<file path="config.mk">
export PLATFORM = sky130hd
export DESIGN_NAME = majority_median
export DESIGN_NICKNAME = d
export VERILOG_FILES = /design/src/rtl/mm_pkg.sv /design/src/rtl/mm_vote_stage.sv /design/src/rtl/mm_window.sv /design/src/rtl/mm_chain.sv /design/src/rtl/mm_serial.sv /design/src/rtl/majority_median.sv
export SDC_FILE = /design/constraint.sdc
export NUM_CORES = 1
export LEC_CHECK = 0
export ABC_AREA = 1
export BUFFER_PORTS_ARGS = -buffer_cell sky130_fd_sc_hd__buf_2
export CAP_MARGIN = 0
export CORE_MARGIN = 5
export CORE_UTILIZATION = 65
export CTS_CLUSTER_SIZE = 20
export DETAILED_ROUTE_END_ITERATION = 12
export PLACE_DENSITY = 0.9
export SLEW_MARGIN = 20
export SYNTH_ARGS = -nofsm -noshare
export SYNTH_HDL_FRONTEND = slang
export SYNTH_HIERARCHICAL = 1
export SYNTH_SLANG_ARGS = --single-unit
</file>
<file path="constraint.sdc">
create_clock -name clk -period 21 [get_ports clk]
set_clock_uncertainty 0.1 [all_clocks]
set_input_delay 2.1 -clock clk [delete_from_list [all_inputs] [get_ports clk]]
set_output_delay 2.1 -clock clk [all_outputs]
set_load 0.05 [all_outputs]
</file>
<file path="src/rtl/mm_pkg.sv">
package mm_pkg;
  // Selects how the vote stages are arranged.
  typedef enum logic [0:0] {
    ENG_CHAIN  = 1'b0,   // N stages laid out in a row
    ENG_SERIAL = 1'b1    // one stage reused over N cycles
  } engine_e;
endpackage

</file>
<file path="src/rtl/mm_vote_stage.sv">
// One bit column of the median search: corrects each sample's bit by its
// prefix state, takes the majority, and updates the per-sample state.
module mm_vote_stage #(
  parameter int M = 5
) (
  input  logic [M-1:0] col,
  input  logic [M-1:0] eq_in,
  input  logic [M-1:0] side_in,
  output logic         bit_out,
  output logic [M-1:0] eq_out,
  output logic [M-1:0] side_out
);
  localparam int CW   = $clog2(M + 1);
  localparam int HALF = M / 2;

  logic [M-1:0]  eff;
  logic [CW-1:0] ones;

  // A diverged sample keeps voting with the bit where it first split.
  assign eff = (eq_in & col) | (~eq_in & side_in);

  always_comb begin
    ones = '0;
    for (int i = 0; i < M; i++) begin
      ones = ones + CW'(eff[i]);
    end
  end

  assign bit_out = (ones > CW'(HALF));

  always_comb begin
    for (int i = 0; i < M; i++) begin
      eq_out[i]   = eq_in[i] & (col[i] == bit_out);
      side_out[i] = eq_in[i] ? col[i] : side_in[i];
    end
  end
endmodule

</file>
<file path="src/rtl/mm_window.sv">
// Sample window: newest at index 0, oldest at index M-1.
module mm_window #(
  parameter int M = 5,
  parameter int N = 8
) (
  input  logic                clk,
  input  logic                rst_n,
  input  logic                shift,
  input  logic [N-1:0]        din,
  output logic [M-1:0][N-1:0] win,
  output logic                fresh
);
  logic [M-1:0][N-1:0] win_q, win_d;
  logic                fresh_q;

  always_comb begin
    win_d = win_q;
    if (shift) begin
      win_d[0] = din;
      for (int i = 1; i < M; i++) begin
        win_d[i] = win_q[i-1];
      end
    end
  end

  always_ff @(posedge clk or negedge rst_n) begin
    if (!rst_n) begin
      win_q   <= '0;
      fresh_q <= 1'b0;
    end else begin
      fresh_q <= shift;
      if (shift) begin
        win_q <= win_d;
      end
    end
  end

  assign win   = win_q;
  assign fresh = fresh_q;

  // without a shift the window holds its contents
  p_window_hold_r2: assert property (@(posedge clk) disable iff (!rst_n)
    !shift |=> $stable(win_q));
endmodule

</file>
<file path="src/rtl/mm_chain.sv">
// N vote stages in a row, each optionally followed by a register.
module mm_chain #(
  parameter int M    = 5,
  parameter int N    = 8,
  parameter bit PIPE = 1'b1
) (
  input  logic                clk,
  input  logic                rst_n,
  input  logic [M-1:0][N-1:0] win,
  input  logic                win_vld,
  output logic [N-1:0]        med,
  output logic                med_vld
);
  localparam int HALF = M / 2;

  logic [M-1:0][N-1:0] w_s    [N+1];
  logic [M-1:0]        eq_s   [N+1];
  logic [M-1:0]        side_s [N+1];
  logic [N-1:0]        acc_s  [N+1];
  logic                v_s    [N+1];

  assign w_s[0]    = win;
  assign eq_s[0]   = '1;
  assign side_s[0] = '0;
  assign acc_s[0]  = '0;
  assign v_s[0]    = win_vld;

  for (genvar k = 0; k < N; k++) begin : g_stage
    localparam int BIT = N - 1 - k;
    logic [M-1:0] col, eq_n, side_n;
    logic         b;
    logic [N-1:0] acc_n;

    always_comb begin
      for (int i = 0; i < M; i++) begin
        col[i] = w_s[k][i][BIT];
      end
    end

    mm_vote_stage #(.M(M)) u_vote (
      .col     (col),
      .eq_in   (eq_s[k]),
      .side_in (side_s[k]),
      .bit_out (b),
      .eq_out  (eq_n),
      .side_out(side_n)
    );

    always_comb begin
      acc_n      = acc_s[k];
      acc_n[BIT] = b;
    end

    if (PIPE) begin : g_reg
      logic [M-1:0][N-1:0] w_r;
      logic [M-1:0]        eq_r, side_r;
      logic [N-1:0]        acc_r;
      logic                v_r;

      always_ff @(posedge clk or negedge rst_n) begin
        if (!rst_n) begin
          w_r    <= '0;
          eq_r   <= '1;
          side_r <= '0;
          acc_r  <= '0;
          v_r    <= 1'b0;
        end else begin
          v_r <= v_s[k];
          if (v_s[k]) begin
            w_r    <= w_s[k];
            eq_r   <= eq_n;
            side_r <= side_n;
            acc_r  <= acc_n;
          end
        end
      end

      assign w_s[k+1]    = w_r;
      assign eq_s[k+1]   = eq_r;
      assign side_s[k+1] = side_r;
      assign acc_s[k+1]  = acc_r;
      assign v_s[k+1]    = v_r;
    end else begin : g_wire
      assign w_s[k+1]    = w_s[k];
      assign eq_s[k+1]   = eq_n;
      assign side_s[k+1] = side_n;
      assign acc_s[k+1]  = acc_n;
      assign v_s[k+1]    = v_s[k];
    end

    // at no depth can more than M/2 samples lie above the median prefix
    p_balance_hi_r3: assert property (@(posedge clk) disable iff (!rst_n)
      $countones(~eq_s[k+1] & side_s[k+1]) <= HALF);
    // nor more than M/2 below it
    p_balance_lo_r3: assert property (@(posedge clk) disable iff (!rst_n)
      $countones(~eq_s[k+1] & ~side_s[k+1]) <= HALF);
  end

  if (PIPE) begin : g_out_pipe
    assign med     = acc_s[N];
    assign med_vld = v_s[N];
  end else begin : g_out_reg
    logic [N-1:0] med_q;
    logic         vld_q;

    always_ff @(posedge clk or negedge rst_n) begin
      if (!rst_n) begin
        med_q <= '0;
        vld_q <= 1'b0;
      end else begin
        vld_q <= v_s[N];
        if (v_s[N]) begin
          med_q <= acc_s[N];
        end
      end
    end

    assign med     = med_q;
    assign med_vld = vld_q;
  end

  // the median is one of the window samples, so some sample matches it fully
  p_median_is_sample_r3: assert property (@(posedge clk) disable iff (!rst_n)
    v_s[N] |-> (eq_s[N] != '0));
endmodule

</file>
<file path="src/rtl/mm_serial.sv">
// One vote stage reused over N cycles on a snapshot of the window.
module mm_serial #(
  parameter int M = 5,
  parameter int N = 8
) (
  input  logic                clk,
  input  logic                rst_n,
  input  logic [M-1:0][N-1:0] win,
  input  logic                start,
  output logic [N-1:0]        med,
  output logic                done
);
  localparam int CNT_W = (N > 1) ? $clog2(N) : 1;
  localparam logic [CNT_W-1:0] LAST = CNT_W'(N - 1);

  logic [M-1:0][N-1:0] work_q, work_d;
  logic [M-1:0]        eq_q, eq_d, side_q, side_d;
  logic [N-1:0]        acc_q, acc_d, med_q, med_d;
  logic [CNT_W-1:0]    cnt_q, cnt_d;
  logic                busy_q, busy_d, done_q, done_d;

  logic [M-1:0] col, eq_n, side_n;
  logic         b;
  logic         last;

  always_comb begin
    for (int i = 0; i < M; i++) begin
      col[i] = work_q[i][N-1];
    end
  end

  mm_vote_stage #(.M(M)) u_vote (
    .col     (col),
    .eq_in   (eq_q),
    .side_in (side_q),
    .bit_out (b),
    .eq_out  (eq_n),
    .side_out(side_n)
  );

  assign last = (cnt_q == LAST);

  always_comb begin
    busy_d = busy_q;
    cnt_d  = cnt_q;
    work_d = work_q;
    eq_d   = eq_q;
    side_d = side_q;
    acc_d  = acc_q;
    med_d  = med_q;
    done_d = 1'b0;
    if (!busy_q) begin
      if (start) begin
        busy_d = 1'b1;
        cnt_d  = '0;
        work_d = win;
        eq_d   = '1;
        side_d = '0;
        acc_d  = '0;
      end
    end else begin
      for (int i = 0; i < M; i++) begin
        work_d[i] = work_q[i] << 1;
      end
      eq_d   = eq_n;
      side_d = side_n;
      acc_d  = {acc_q[N-2:0], b};
      cnt_d  = cnt_q + 1'b1;
      if (last) begin
        busy_d = 1'b0;
        med_d  = {acc_q[N-2:0], b};
        done_d = 1'b1;
      end
    end
  end

  always_ff @(posedge clk or negedge rst_n) begin
    if (!rst_n) begin
      busy_q <= 1'b0;
      cnt_q  <= '0;
      work_q <= '0;
      eq_q   <= '1;
      side_q <= '0;
      acc_q  <= '0;
      med_q  <= '0;
      done_q <= 1'b0;
    end else begin
      busy_q <= busy_d;
      cnt_q  <= cnt_d;
      work_q <= work_d;
      eq_q   <= eq_d;
      side_q <= side_d;
      acc_q  <= acc_d;
      med_q  <= med_d;
      done_q <= done_d;
    end
  end

  assign med  = med_q;
  assign done = done_q;

  // completion is a single-cycle strobe
  p_done_pulse_r7: assert property (@(posedge clk) disable iff (!rst_n)
    done_q |=> !done_q);
  // completion only ends an evaluation that was running
  p_done_after_busy_r7: assert property (@(posedge clk) disable iff (!rst_n)
    done_q |-> $past(busy_q));
  // a start during an evaluation does not restart the step count
  p_start_ignored_r7: assert property (@(posedge clk) disable iff (!rst_n)
    (busy_q && !last && start) |=> (busy_q && cnt_q == $past(cnt_q) + 1'b1));
  // after the last column at least one sample equals the median
  p_serial_sample_r3: assert property (@(posedge clk) disable iff (!rst_n)
    (busy_q && last) |-> (eq_n != '0));
endmodule

</file>
<file path="src/rtl/majority_median.sv">
module majority_median #(
  parameter int              M      = 5,
  parameter int              N      = 8,
  parameter mm_pkg::engine_e ENGINE = mm_pkg::ENG_CHAIN,
  parameter bit              PIPE   = 1'b1
) (
  input  logic         clk,
  input  logic         rst_n,
  input  logic [N-1:0] smp_in,
  input  logic         smp_valid,
  input  logic         eval_start,
  output logic [N-1:0] med_out,
  output logic         med_valid
);
  logic [1:0]          rs_q;
  logic                rst_i_n;
  logic [M-1:0][N-1:0] win;
  logic                win_fresh;

  // Asynchronous assertion, synchronous release.
  always_ff @(posedge clk or negedge rst_n) begin
    if (!rst_n) begin
      rs_q <= '0;
    end else begin
      rs_q <= {rs_q[0], 1'b1};
    end
  end
  assign rst_i_n = rs_q[1];

  mm_window #(.M(M), .N(N)) u_win (
    .clk  (clk),
    .rst_n(rst_i_n),
    .shift(smp_valid),
    .din  (smp_in),
    .win  (win),
    .fresh(win_fresh)
  );

  if (ENGINE == mm_pkg::ENG_SERIAL) begin : g_serial
    logic unused_fresh;
    assign unused_fresh = win_fresh;

    mm_serial #(.M(M), .N(N)) u_eng (
      .clk  (clk),
      .rst_n(rst_i_n),
      .win  (win),
      .start(eval_start),
      .med  (med_out),
      .done (med_valid)
    );
  end else begin : g_chain
    logic unused_start;
    assign unused_start = eval_start;

    mm_chain #(.M(M), .N(N), .PIPE(PIPE)) u_eng (
      .clk    (clk),
      .rst_n  (rst_i_n),
      .win    (win),
      .win_vld(win_fresh),
      .med    (med_out),
      .med_vld(med_valid)
    );
  end

  // outputs are quiet on the first cycle after the internal reset releases
  p_reset_quiet_r1: assert property (@(posedge clk) disable iff (!rst_n)
    !$past(rst_i_n) |-> (!med_valid && med_out == '0));
endmodule

</file>
**After elaboration in Yosys (flattened, before gate mapping)**

Index checks and enable logic that the tools add are counted.

- Flip-flop bits (word level): 297
- Input port bits: 12
- Output and inout port bits: 9
- Logic and storage cells: 235

- Add/subtract/negate cells: 32
- Magnitude comparators: 8
- Eq/ne operators: 35
- Multiplexer cells: 30
- Bitwise logic cells: 58

Operators by type and width:

| kind | count |
|---|---|
| 5-bit AND | 14 |
| 3-bit by 1-bit adder with 3-bit output | 16 |
| 1-bit equality test | 35 |
| 5-bit inverter | 7 |
| 5-bit OR | 7 |
| 1-bit AND | 30 |
| 1-bit two-way mux | 30 |
| 2-bit by 1-bit adder with 3-bit output | 8 |
| 3-bit by 2-bit greater-than comparator with 1-bit output (second input constant) | 8 |
| 1-bit by 1-bit adder with 2-bit output | 8 |

**Longest topological paths before layout**

Gate-level depths: netlist of the first run.

- Word-level depth: 10
- Mapped depth: 15
- Mapped depth without buffers: 14

**Modules after synthesis**

The synthesis of the first run kept the hierarchy.

Modules (own cells, without submodules):

| module | times used | cells each | area each (um^2) |
|---|---|---|---|
| mm_chain | 1 | 1,051 | 9,552.9 |
| mm_vote_stage | 8 | 53 | 305.3 |
| mm_window | 1 | 171 | 1,639.1 |
| majority_median | 1 | 3 | 53.8 |

**Least setup slack after synthesis of the first run**

OpenSTA, ideal clock, no wires.

- Kind: register -> output
- Start: reg g_chain.u_eng.g_stage[7].g_reg.acc_r[0] (netlist: g_chain.u_eng/med[0])
- End: out med_out[0]
- Arrival time: 600 ps
- Required time: 18,800 ps
- Path slack: 18,200 ps
- Stages on the path, launching flop included: 1
- Path buffers: 0
- Path through: dfrtp_1

RTL lines:

| what | RTL line | source |
|---|---|---|
| from (decl) | mm_chain.sv:57 | `logic [N-1:0] acc_r;` |
| from (signal assigned) | mm_chain.sv:73 | `acc_r <= acc_n;` |
| to (decl) | majority_median.sv:12 | `output logic [N-1:0] med_out,` |

No word-level cell between the ends.

**Final worst setup path of the first run**

- Start: reg g_chain.u_eng.g_stage[7].g_reg.acc_r[3] (netlist: g_chain.u_eng/med[3])
- End: out med_out[3]

No word-level cell between the ends.

==> results of run 1 <==
[sequential cells by signal, summed over array words and instances, names as in the netlist]
| register | count |
|---|---|
| u_win/fresh | 1 |
| g_chain.u_eng/med | 8 |
| g_chain.u_eng/med_vld | 1 |
| g_chain.u_eng/g_stage.g_reg.acc_r | 28 |
| g_chain.u_eng/g_stage.g_reg.eq_r | 35 |
| rs_q | 2 |
| g_chain.u_eng/g_stage.g_reg.side_r | 35 |
| g_chain.u_eng/g_stage.g_reg.v_r | 7 |
| g_chain.u_eng/g_stage.g_reg.w_r | 140 |
| u_win/win | 40 |
[routing by layer]
layer	vias to the layer above	routed length [um]	track usage, %
met2	348	14000	40.9
met3	60	1380	3.13
met1	5045	11000	30.9
li1	4865	-	-
met4	0	838	8.54
met5	-	0	0
[final timing paths]
| kind | cells after the start | startpoint | endpoint |
|---|---|---|---|
| setup / recovery | 1 | g_chain.u_eng/med[3]$_DFFE_PN0P_ | med_out[3] |
| hold / removal | 0 | rs_q[1]$_DFF_PN0_ | g_chain.u_eng/g_stage[2].g_reg.v_r$_DFF_PN0_ |
| setup reg to reg | 13 | g_chain.u_eng/g_stage[0].g_reg.w_r[6]$_DFFE_PN0P_ | g_chain.u_eng/g_stage[1].g_reg.acc_r[6]$_DFFE_PN0P_ |
| hold reg to reg | 0 | rs_q[1]$_DFF_PN0_ | g_chain.u_eng/g_stage[2].g_reg.v_r$_DFF_PN0_ |
| max in group asynchronous | 2 | rs_q[1]$_DFF_PN0_ | g_chain.u_eng/g_stage[0].g_reg.w_r[11]$_DFFE_PN0P_ |
| min in group clk | 0 | rs_q[0]$_DFF_PN0_ | rs_q[1]$_DFF_PN0_ |
[metrics by stage]
stage               util (%)  hold slack, ns  cell area (um2)  cells
floorplan                  -           0.231            13600   1644
global placement        66.4           0.234            13500   1868
detailed placement      66.4           0.254            13500   1868
CTS                     71.3           0.267            14500   1920
global route            71.4           0.268            14500   1921
finish                  71.4           0.254            14500   1921
[area by class of cell]
type,count,area (um2)
repair buffers,29,186
inverters,126,485
clock inverters,8,139
multi-input cells,1147,5060
fillers,1317,5820
clock buffers,44,852
flip-flops and latches,297,7480
well taps,270,338
[power by group]
group          switching, mW  internal [mW]
sequential            0.0881          0.713
clock                  0.212          0.317
combinational          0.581          0.283
total                  0.882           1.31
[cells in the final DEF (no fill, tap or decap), drive strengths merged, types with 16 or more instances in the layout]
| cell | count |
|---|---|
| a21oi | 51 |
| buf | 29 |
| clkbuf | 44 |
| conb | 21 |
| dfrtp | 262 |
| dfstp | 35 |
| fa | 16 |
| ha | 16 |
| inv | 127 |
| nand2 | 925 |
| nand3 | 43 |
| nor2 | 51 |
| o21ai | 24 |
==> results.md, run 1 <==
| Result | This run | Unit |
| --- | --- | --- |
| R2R setup slack | 18.04 | ns |
| Critical path capture point type | output port | - |
| Largest net degree at the start of global routing | 85 | - |
| Kind of launch point of the worst setup path | register | - |
| Number of buffers on the longest clock path | 3 | - |
| Nets | 1674 | - |
| Unrepaired setup endpoints after global routing | no | - |
| GR Util All Layers | 23.7 | % |
| Routed WL | 27.3 | mm |
| Hold buffer count at cts | 0 | - |
| Post-DP HPWL | 15.8 | mm |
| Synth warn | 6 | - |
| Later-pin clock latency in the skew report | 0.56 | ns |
| Antenna viol nets, final | 0 | - |
| Worst Tran Pin Value | 0.949 | ns |
| Final critical-path required period | 3.38 | ns |
| Critical setup path kind | register to output port | - |
| Share of layout cells above drive strength 1 | 9.87 | % |
| Crit-path slowest cell | sky130_fd_sc_hd__dfrtp_1 | - |
| Final Hold Violating Endpoints | 0 | - |
| Routed wirelength normalized by instance count | 14.2 | um |
| Clock root buffer | sky130_fd_sc_hd__clkbuf_16 | - |
| Number of H-tree levels | 1 | - |
| Avg Synthesized Cell Area | 8.35 | um2 |
| 1st-pass router iterations | 6 | - |
| Worst setup timing slack at the placement stage | 17.60 | ns |
| Power per standard cell area | 151 | nW/um2 |
| Number of clock buffers inserted by TritonCTS | 29 | - |
| Number of sinks handled by clock tree synthesis | 297 | - |
| Required time at the endpoint of the critical path | 18.80 | ns |
| Number of standard-cell rows in the floorplan | 52 | - |
| Largest vdd supply drop | 0.0000856 | V |
| Floorplan Core Area | 20400 | um2 |
| Gp weighted congestion | 0.830 | - |
| Worst slew margin relative to its limit | 36.6 | % |
| Final worst-path cycle share | 16.1 | % |
| Number of gates resized after cts | 0 | - |
| Total negative setup slack | 0 | ns |
| Buffers & Inverters on Critical Path | 1 | - |
| Largest stage delay, worst path | 0.36 | ns |
| Synthesized cell area | 13600 | um2 |
| Count of mapped cells out of synthesis | 1626 | - |
| Class of the most critical hold timing path | register to async pin | - |
| GRT overflow | 0 | - |
| Number of buffer cells added on primary ports | 19 | - |
| Routed vias | 10.3k | - |
| Family with the most delay on the worst path | flip-flops | - |
| Die Outline Area | 23900 | um2 |
| Number of ports placed on the die boundary | 21 | - |
| Final Max Tran Viols | 0 | - |
| CP cell instances | buf_2 | - |
| Worst endpoint data arrival time | 1.18 | ns |
| Remaining routing DRC violations | 0 | - |
| Setup bufs post-CTS | 0 | - |
| Synth-to-layout area growth | 7.18 | % |
| Clock tree from TritonCTS | yes | - |
| Die extent in x | 154 | um |
| Result of the run | finished, final reports clean | - |
| Crit path setup slack, layout | 17.62 | ns |
| Number of diodes added for antenna fixing | 0 | - |
| First-pass GRT wire length | 47.7 | mm |
| Initial antenna violation count | 0 | - |
| Clock-pin transition on the worst setup and hold timing paths | 0.07 | ns |
| Timing-limited maximum frequency | 296 | MHz |
| Maximum fanout along the worst path | 2 | - |
| Height of the die | 154 | um |
| Starting Density | 66.6 | % |
| Leakage | 8.15 | nW |
| Finish-stage setup viols | 0 | - |
| Vias in the first global route | 10.3k | - |
| Maxcap violations | 0 | - |
| Number of DRC violations after detailed-routing iteration 0 | 821 | - |
| Design Power | 2.20 | mW |
| Number of vias per cell after detailed routing | 5.37 | - |
Power figures use the tool's default switching activity.
==> run 2, diff against run 1 <==
--- a/config.mk
+++ b/config.mk
@@ -9,10 +9,10 @@
 export BUFFER_PORTS_ARGS = -buffer_cell sky130_fd_sc_hd__buf_2
 export CAP_MARGIN = 0
 export CORE_MARGIN = 5
-export CORE_UTILIZATION = 65
+export CORE_UTILIZATION = 57
 export CTS_CLUSTER_SIZE = 20
 export DETAILED_ROUTE_END_ITERATION = 12
-export PLACE_DENSITY = 0.9
+export PLACE_DENSITY = 0.84
 export SLEW_MARGIN = 20
 export SYNTH_ARGS = -nofsm -noshare
 export SYNTH_HDL_FRONTEND = slang
==> constraint.sdc (replaced) <==
create_clock -name clk -period 2.8 [get_ports clk]
set_clock_uncertainty 0.1 [all_clocks]
set_input_delay 0.28 -clock clk [delete_from_list [all_inputs] [get_ports clk]]
set_output_delay 0.28 -clock clk [all_outputs]
set_load 0.05 [all_outputs]
==> run 2 against run 1 <==
Compared with the run above: hold slack got worse by 0.17 ns; combinational power increased to 10 times the previous value; sequential share of layout area decreased by 2.2 points; routed wire length decreased by 3.3%; non-clock buffer count increased by 17; global-route usage decreased by 3.9 points; die area increased by 13%; via count decreased by 1.6%; sequential cell count unchanged; critical path type is now register to register; largest cell class unchanged; largest power group unchanged.
==> results.md, run 2 (same netlist as run 1, synthesis figures left out) <==
| Result | This run | Unit |
| --- | --- | --- |
| Result of the run | finished, final reports clean | - |
| Power share of the clock group | 22.2 | % |
| Hold Slack | 0.0890 | ns |
| Number of buffers on the longest clock path | 3 | - |
| Clock tree from TritonCTS | yes | - |
| Register share of total power | 31.9 | % |
| Final Hold Violating Endpoints | 0 | - |
| Starting Density | 57.8 | % |
| Switching power as a share of total power | 41.2 | % |
| First-pass GRT wire length | 45.0 | mm |
| Final Max Tran Viols | 0 | - |
| Max FFs per register | 140 | - |
| Class of the most critical hold timing path | input port to register | - |
| Hold path startpoint | smp_valid | - |
| Gp weighted congestion | 0.825 | - |
| Routed vias | 10.2k | - |
| Later-pin clock latency in the skew report | 0.56 | ns |
| Number of standard-cell rows in the floorplan | 56 | - |
| Share of layout cells above drive strength 1 | 13.8 | % |
| Antenna viol nets, final | 0 | - |
| Critical setup path kind | register to register | - |
| Crit path setup slack, layout | 0.123 | ns |
| Filler cells | 1731 | - |
| Timing-limited maximum frequency | 374 | MHz |
| Core Util, Final | 64.7 | % |
| Die extent in x | 164 | um |
| Worst Tran Pin Value | 0.860 | ns |
| Kind of launch point of the worst setup path | register | - |
| Worst slew margin relative to its limit | 42.6 | % |
| Maximum fanout along the worst path | 6 | - |
| Number of clock buffers inserted by TritonCTS | 30 | - |
| Highest-count cells in the layout ignoring fill and taps | sky130_fd_sc_hd__nand2_1 (913), sky130_fd_sc_hd__dfrtp_1 (261), sky130_fd_sc_hd__inv_1 (99) | - |
| GR Util All Layers | 19.7 | % |
| R2R setup slack | 0.12 | ns |
| Unrepaired setup endpoints after global routing | no | - |
| Worst endpoint data arrival time | 3.08 | ns |
| Most frequent standard cell in the layout excluding fill and tap cells | sky130_fd_sc_hd__nand2_1 | - |
| Vias in the first global route | 9926 | - |
| Post-layout instance area | 15200 | um2 |
| Critical path capture point type | register | - |
| Number of ports placed on the die boundary | 21 | - |
| Cell area after placement | 13700 | um2 |
| Synth-to-layout area growth | 11.9 | % |
| Worst setup timing slack at the placement stage | -0.0530 | ns |
| Final worst-path cycle share | 95.6 | % |
| Post-DP HPWL | 15.8 | mm |
| Number of sinks handled by clock tree synthesis | 297 | - |
| Nets | 1706 | - |
| Number of vias per cell after detailed routing | 5.06 | - |
| Routed WL | 26.4 | mm |
| Leakage | 8.27 | nW |
| Initial antenna violation count | 0 | - |
| Height of the die | 164 | um |
| Clock root buffer | sky130_fd_sc_hd__clkbuf_16 | - |
| Largest vdd supply drop | 0.000654 | V |
| Power per standard cell area | 1240 | nW/um2 |
| Design Power | 18.8 | mW |
| Worst reg2reg startpoint | g_chain.u_eng/g_stage[1].g_reg.eq_r[1]$_DFFE_PN1P_ | - |
| Floorplan Core Area | 23500 | um2 |
| Required time at the endpoint of the critical path | 3.21 | ns |
| Number of diodes added for antenna fixing | 0 | - |
| Int Pwr | 11.0 | mW |
| Remaining routing DRC violations | 0 | - |
| Number of DRC violations after detailed-routing iteration 0 | 706 | - |
| Register with the most flip-flops | g_chain.u_eng/g_stage.g_reg.w_r | - |
| Final critical-path required period | 2.68 | ns |
| Number of buffer cells added on primary ports | 19 | - |
| Instance count after placement with tap cells included | 1920 | - |
| 1st-pass router iterations | 5 | - |
| Total negative setup slack | 0 | ns |
| Finish-stage setup viols | 0 | - |
| Non-Filler Instances | 2005 | - |
| Clock-pin transition on the worst setup and hold timing paths | 0.06 | ns |
| Number of H-tree levels | 1 | - |
| Timing startpoint of the critical path | g_chain.u_eng/g_stage[1].g_reg.eq_r[1]$_DFFE_PN1P_ | - |
| Switching component of the power | 7.74 | mW |
| GRT overflow | 0 | - |
| Maxcap violations | 0 | - |
| Part of the total power dissipated in combinational logic | 45.9 | % |
| Die Outline Area | 27000 | um2 |
| Largest net degree at the start of global routing | 87 | - |
| Routed wirelength normalized by instance count | 13.2 | um |
-- run 2: changes by cell type in the layout (fill, tap and decap cells not counted), sizes merged, moves of 3 or more --
cell         previous run  this run
clkinvlp                2        15
clkbuf                 44        41
dlygate4sd3             0        10
buf                    29        36
clkinv                  2         9
nand3                  43        50
inv                   127       120
-- run 2: path summary, 6_finish.rpt --
path | end | cells after the start
max | g_chain.u_eng/g_stage[2].g_reg.eq_r[1]$_DFFE_PN1P_ | 12
min | u_win/win[28]$_DFFE_PN0P_ | 3
max reg2reg | g_chain.u_eng/g_stage[2].g_reg.eq_r[1]$_DFFE_PN1P_ | 12
min reg2reg | g_chain.u_eng/g_stage[2].g_reg.side_r[0]$_DFFE_PN0P_ | 0
max in group asynchronous | g_chain.u_eng/g_stage[1].g_reg.eq_r[0]$_DFFE_PN1P_ | 1
min in group asynchronous | g_chain.u_eng/g_stage[2].g_reg.side_r[0]$_DFFE_PN0P_ | 0
-- run 2: cell type report --
type | instances | area (um2) | area share [%]
inverters | 126 | 512 | 3.37
flip-flops and latches | 297 | 7480 | 49.2
clock inverters | 15 | 208 | 1.37
clock buffers | 41 | 852 | 5.61
repair buffers | 46 | 360 | 2.37
well taps | 319 | 399 | 2.63
multi-input cells | 1154 | 5330 | 35.1
repair inverters | 7 | 47.5 | 0.313
-- run 2: power by group through the flow --
stage | registers, mW | logic (mW) | clock network [mW]
floorplan | 6.01 | 5.77 | 0
global placement | 5.98 | 5.91 | 0
detailed placement | 6.01 | 6.29 | 0
CTS | 5.96 | 6.72 | 4.23
global route | 6.11 | 9.55 | 4.43
finish | 5.99 | 8.62 | 4.17
-- run 2: critical path: stages, from the launching register on --
cell                         delay [ns]
sky130_fd_sc_hd__dfstp_2           0.55
sky130_fd_sc_hd__o21ai_1           0.13
sky130_fd_sc_hd__fa_1              0.52
sky130_fd_sc_hd__inv_1             0.06
sky130_fd_sc_hd__fa_2              0.40
sky130_fd_sc_hd__inv_2             0.07
sky130_fd_sc_hd__ha_4              0.16
sky130_fd_sc_hd__clkinvlp_4        0.17
sky130_fd_sc_hd__nand3_2           0.11
sky130_fd_sc_hd__nand2_1           0.07
sky130_fd_sc_hd__nor2_1            0.12
sky130_fd_sc_hd__nand2_1           0.07
sky130_fd_sc_hd__nand2_1           0.09
-- run 2: layer usage --
layer  up-vias  GRT usage, %  part of all wire, %
li1       4957             -                    -
met1      4928          26.2                   43
met2       225          34.3                   51
met3        45          2.53                  3.8
met4         0          5.60                  2.1
met5         -             0                    0
-- run 2: repair_timing --
| action | in CTS | in global routing |
|---|---|---|
| cloned | 0 | 14 |
| endpoints found under the hold margin | 10 | 0 |
| setup endpoints to repair | 28 | 42 |
| setup buffers | 0 | 5 |
| hold buffers | 10 | 0 |
| gates resized for setup | 8 | 76 |
| pin swaps | 1 | 11 |
==> run 3, diff against run 2 <==
--- a/config.mk
+++ b/config.mk
@@ -5,14 +5,13 @@
 export SDC_FILE = /design/constraint.sdc
 export NUM_CORES = 1
 export LEC_CHECK = 0
-export ABC_AREA = 1
 export BUFFER_PORTS_ARGS = -buffer_cell sky130_fd_sc_hd__buf_2
 export CAP_MARGIN = 0
 export CORE_MARGIN = 5
-export CORE_UTILIZATION = 57
+export CORE_UTILIZATION = 65
 export CTS_CLUSTER_SIZE = 20
 export DETAILED_ROUTE_END_ITERATION = 12
-export PLACE_DENSITY = 0.84
+export PLACE_DENSITY = 0.9
 export SLEW_MARGIN = 20
 export SYNTH_ARGS = -nofsm -noshare
 export SYNTH_HDL_FRONTEND = slang
==> constraint.sdc (replaced) <==
create_clock -name clk -period 3.5 [get_ports clk]
set_clock_uncertainty 0.1 [all_clocks]
set_input_delay 0.35 -clock clk [delete_from_list [all_inputs] [get_ports clk]]
set_output_delay 0.35 -clock clk [all_outputs]
set_load 0.05 [all_outputs]
==> run 3 against run 2 <==
Compared with the run above: register-to-register slack better by 0.17 ns; combinational power down 42%; fmax shrank 17%; clock-buffer cell count increased by 2; sequential cell count stayed put; non-clock buffer count fell by 9; worst setup slack better by 0.17 ns; critical endpoint is now g_chain.u_eng/g_stage[4].g_reg.eq_r[2]$_DFFE_PN1P_.
==> results.md, run 3 <==
| Result | This run | Unit |
| --- | --- | --- |
| Maximum fanout along the worst path | 6 | - |
| Timing startpoint of the critical path | g_chain.u_eng/g_stage[3].g_reg.eq_r[0]$_DFFE_PN1P_ | - |
| Routed wirelength normalized by instance count | 17.8 | um |
| Power share of the clock group | 22.2 | % |
| Synth warn | 6 | - |
| Int Pwr | 9.09 | mW |
| Setup bufs post-CTS | 0 | - |
| Number of H-tree levels | 1 | - |
| Vias in the first global route | 7509 | - |
| Post-DP HPWL | 14.4 | mm |
| Number of ports placed on the die boundary | 21 | - |
| Critical path capture point type | register | - |
| Design Power | 13.6 | mW |
| Later-pin clock latency in the skew report | 0.53 | ns |
| Register with the most flip-flops | g_chain.u_eng/g_stage.g_reg.w_r | - |
| Worst reg2reg startpoint | g_chain.u_eng/g_stage[3].g_reg.eq_r[0]$_DFFE_PN1P_ | - |
| Number of buffer cells added on primary ports | 19 | - |
| Max FFs per register | 140 | - |
| Number of buffers on the longest clock path | 3 | - |
| Unrepaired setup endpoints after global routing | no | - |
| Most frequent standard cell in the layout excluding fill and tap cells | sky130_fd_sc_hd__dfrtp_1 | - |
| Number of vias per cell after detailed routing | 5.48 | - |
| Floorplan Core Area | 20200 | um2 |
| Number of standard-cell rows in the floorplan | 52 | - |
| Finish-stage setup viols | 0 | - |
| Register share of total power | 41.1 | % |
| Final Hold Violating Endpoints | 0 | - |
| Total negative setup slack | 0 | ns |
| Leakage | 6.77 | nW |
| Timing-limited maximum frequency | 312 | MHz |
| Clock root buffer | sky130_fd_sc_hd__clkbuf_16 | - |
| Die Outline Area | 23500 | um2 |
| Crit-path slowest cell | sky130_fd_sc_hd__dfstp_2 | - |
| Avg Synthesized Cell Area | 14.8 | um2 |
| Switching power as a share of total power | 33.0 | % |
| Synthesized cell area | 13300 | um2 |
| Final Max Tran Viols | 0 | - |
| GR Util All Layers | 20.0 | % |
| Maxcap violations | 0 | - |
| Largest vdd supply drop | 0.000537 | V |
| Result of the run | finished, final reports clean | - |
| Required time at the endpoint of the critical path | 3.87 | ns |
| Number of sinks handled by clock tree synthesis | 297 | - |
| Highest-count cells in the layout ignoring fill and taps | sky130_fd_sc_hd__dfrtp_1 (256), sky130_fd_sc_hd__mux2_2 (206), sky130_fd_sc_hd__inv_1 (85) | - |
| Number of clock buffers inserted by TritonCTS | 28 | - |
| Worst endpoint data arrival time | 3.58 | ns |
| 1st-pass router iterations | 4 | - |
| Largest net degree at the start of global routing | 74 | - |
| Die extent in x | 153 | um |
| Starting Density | 65.9 | % |
| Share of layout cells above drive strength 1 | 42.4 | % |
| Largest stage delay, worst path | 0.56 | ns |
| GRT overflow | 0 | - |
| Class of the most critical hold timing path | input port to async pin | - |
| Part of the total power dissipated in combinational logic | 36.7 | % |
| Count of mapped cells out of synthesis | 900 | - |
| Initial antenna violation count | 0 | - |
| CP cell instances | nand2_1 -> o21a_1 -> fa_1 -> inv_1 -> fa_1 -> inv_1 -> ha_1 -> nor3b_2 -> nor2_4 -> mux2i_1 -> mux2_2 | - |
| Hold Slack | 0.0281 | ns |
| Nets | 998 | - |
| Synth-to-layout area growth | 10.1 | % |
| Worst Tran Pin Value | 1.09 | ns |
| Worst slew margin relative to its limit | 27.0 | % |
| Number of diodes added for antenna fixing | 0 | - |
| Critical setup path kind | register to register | - |
| Final worst-path cycle share | 91.6 | % |
| Antenna viol nets, final | 0 | - |
| Number of DRC violations after detailed-routing iteration 0 | 273 | - |
| Height of the die | 153 | um |
| Clock-pin transition on the worst setup and hold timing paths | 0.06 | ns |
| Number of gates resized after cts | 0 | - |
| Clock tree from TritonCTS | yes | - |
| Kind of launch point of the worst setup path | register | - |
| Remaining routing DRC violations | 0 | - |
| First-pass GRT wire length | 39.2 | mm |
| Power per standard cell area | 925 | nW/um2 |
| Routed WL | 22.2 | mm |
| Switching component of the power | 4.47 | mW |
| Gp weighted congestion | 0.749 | - |
| Routed vias | 6826 | - |
| Final critical-path required period | 3.21 | ns |
run 3: changes by cell type in the layout (fill, tap and decap cells not counted), moves of 14 or more:
cell and change:
sky130_fd_sc_hd__mux2_4 +80, sky130_fd_sc_hd__nand3_2 -35, sky130_fd_sc_hd__mux2i_1 +35, sky130_fd_sc_hd__nor2_1 -49, sky130_fd_sc_hd__inv_2 -17, sky130_fd_sc_hd__a21oi_1 -51
sky130_fd_sc_hd__nand2b_1 +35, sky130_fd_sc_hd__mux2_2 +206, sky130_fd_sc_hd__inv_1 -14, sky130_fd_sc_hd__o21a_1 +24, sky130_fd_sc_hd__nand2_1 -873, sky130_fd_sc_hd__o21ai_1 -17
run 3: worst paths after layout:
kind / slack, ns / depth (start not counted) / endpoint
worst min register to register: 0.25 / 0 / rs_q[1]$_DFF_PN0_
min in group clk: 0.25 / 0 / rs_q[1]$_DFF_PN0_
worst max-delay path: 0.29 / 11 / g_chain.u_eng/g_stage[4].g_reg.eq_r[2]$_DFFE_PN1P_
max in group asynchronous: 2.02 / 1 / g_chain.u_eng/g_stage[5].g_reg.eq_r[3]$_DFFE_PN1P_
worst max register to register: 0.29 / 11 / g_chain.u_eng/g_stage[4].g_reg.eq_r[2]$_DFFE_PN1P_
worst min-delay path: 0.03 / 2 / rs_q[1]$_DFF_PN0_
run 3: per-stage QoR:
stage               cell area (um2)  setup slack [ns]  utilization (%)  cells
floorplan                     13400             0.462                -    918
global placement              13600             0.485             67.4   1185
detailed placement            13600             0.408             67.4   1185
CTS                           14700             0.286             72.5   1246
global route                  14700             0.134             72.5   1246
finish                        14700             0.293             72.5   1246
run 3: routing by layer:
layer / vias to the layer above / wire (um) / track usage (%)
met3: 42 / 701 / 2.83
met1: 3541 / 10100 / 28.6
met5: - / 0 / 0
met2: 97 / 11000 / 33.0
met4: 0 / 421 / 5.05
li1: 3146 / - / -
run 3: area by class of cell:
type / count / area, um2
flip-flops and latches: 297 / 7490
fillers: 1201 / 5570
multi-input cells: 505 / 5290
clock buffers: 43 / 828
well taps: 270 / 338
inverters: 85 / 319
repair buffers: 37 / 303
clock inverters: 9 / 104
run 3: worst max-delay path: cells and delay by family, from the launching register on:
family	cells	cell delay, ns
muxes	2	0.50
DFF	1	0.56
adders and majority gates	3	1.22
and+or+nand+nor	3	0.46
buffers and inverters	2	0.15
AOI/OAI and AO/OA	1	0.15
run 3: what timing repair did:
action                                  CTS  global route
endpoints found under the hold margin    10             0
hold buffers                              9             0
endpoints found under the setup margin    0             0
run 3: power by group through the flow:
| stage | clock (mW) | combinational [mW] | sequential (mW) |
|---|---|---|---|
| after detailed placement | 0 | 4.90 | 5.60 |
| after global routing | 3.22 | 5.49 | 5.74 |
| after global placement | 0 | 4.63 | 5.49 |
| after floorplan | 0 | 4.01 | 5.43 |
| after CTS | 3.07 | 5.02 | 5.58 |
| final | 3.00 | 4.98 | 5.58 |
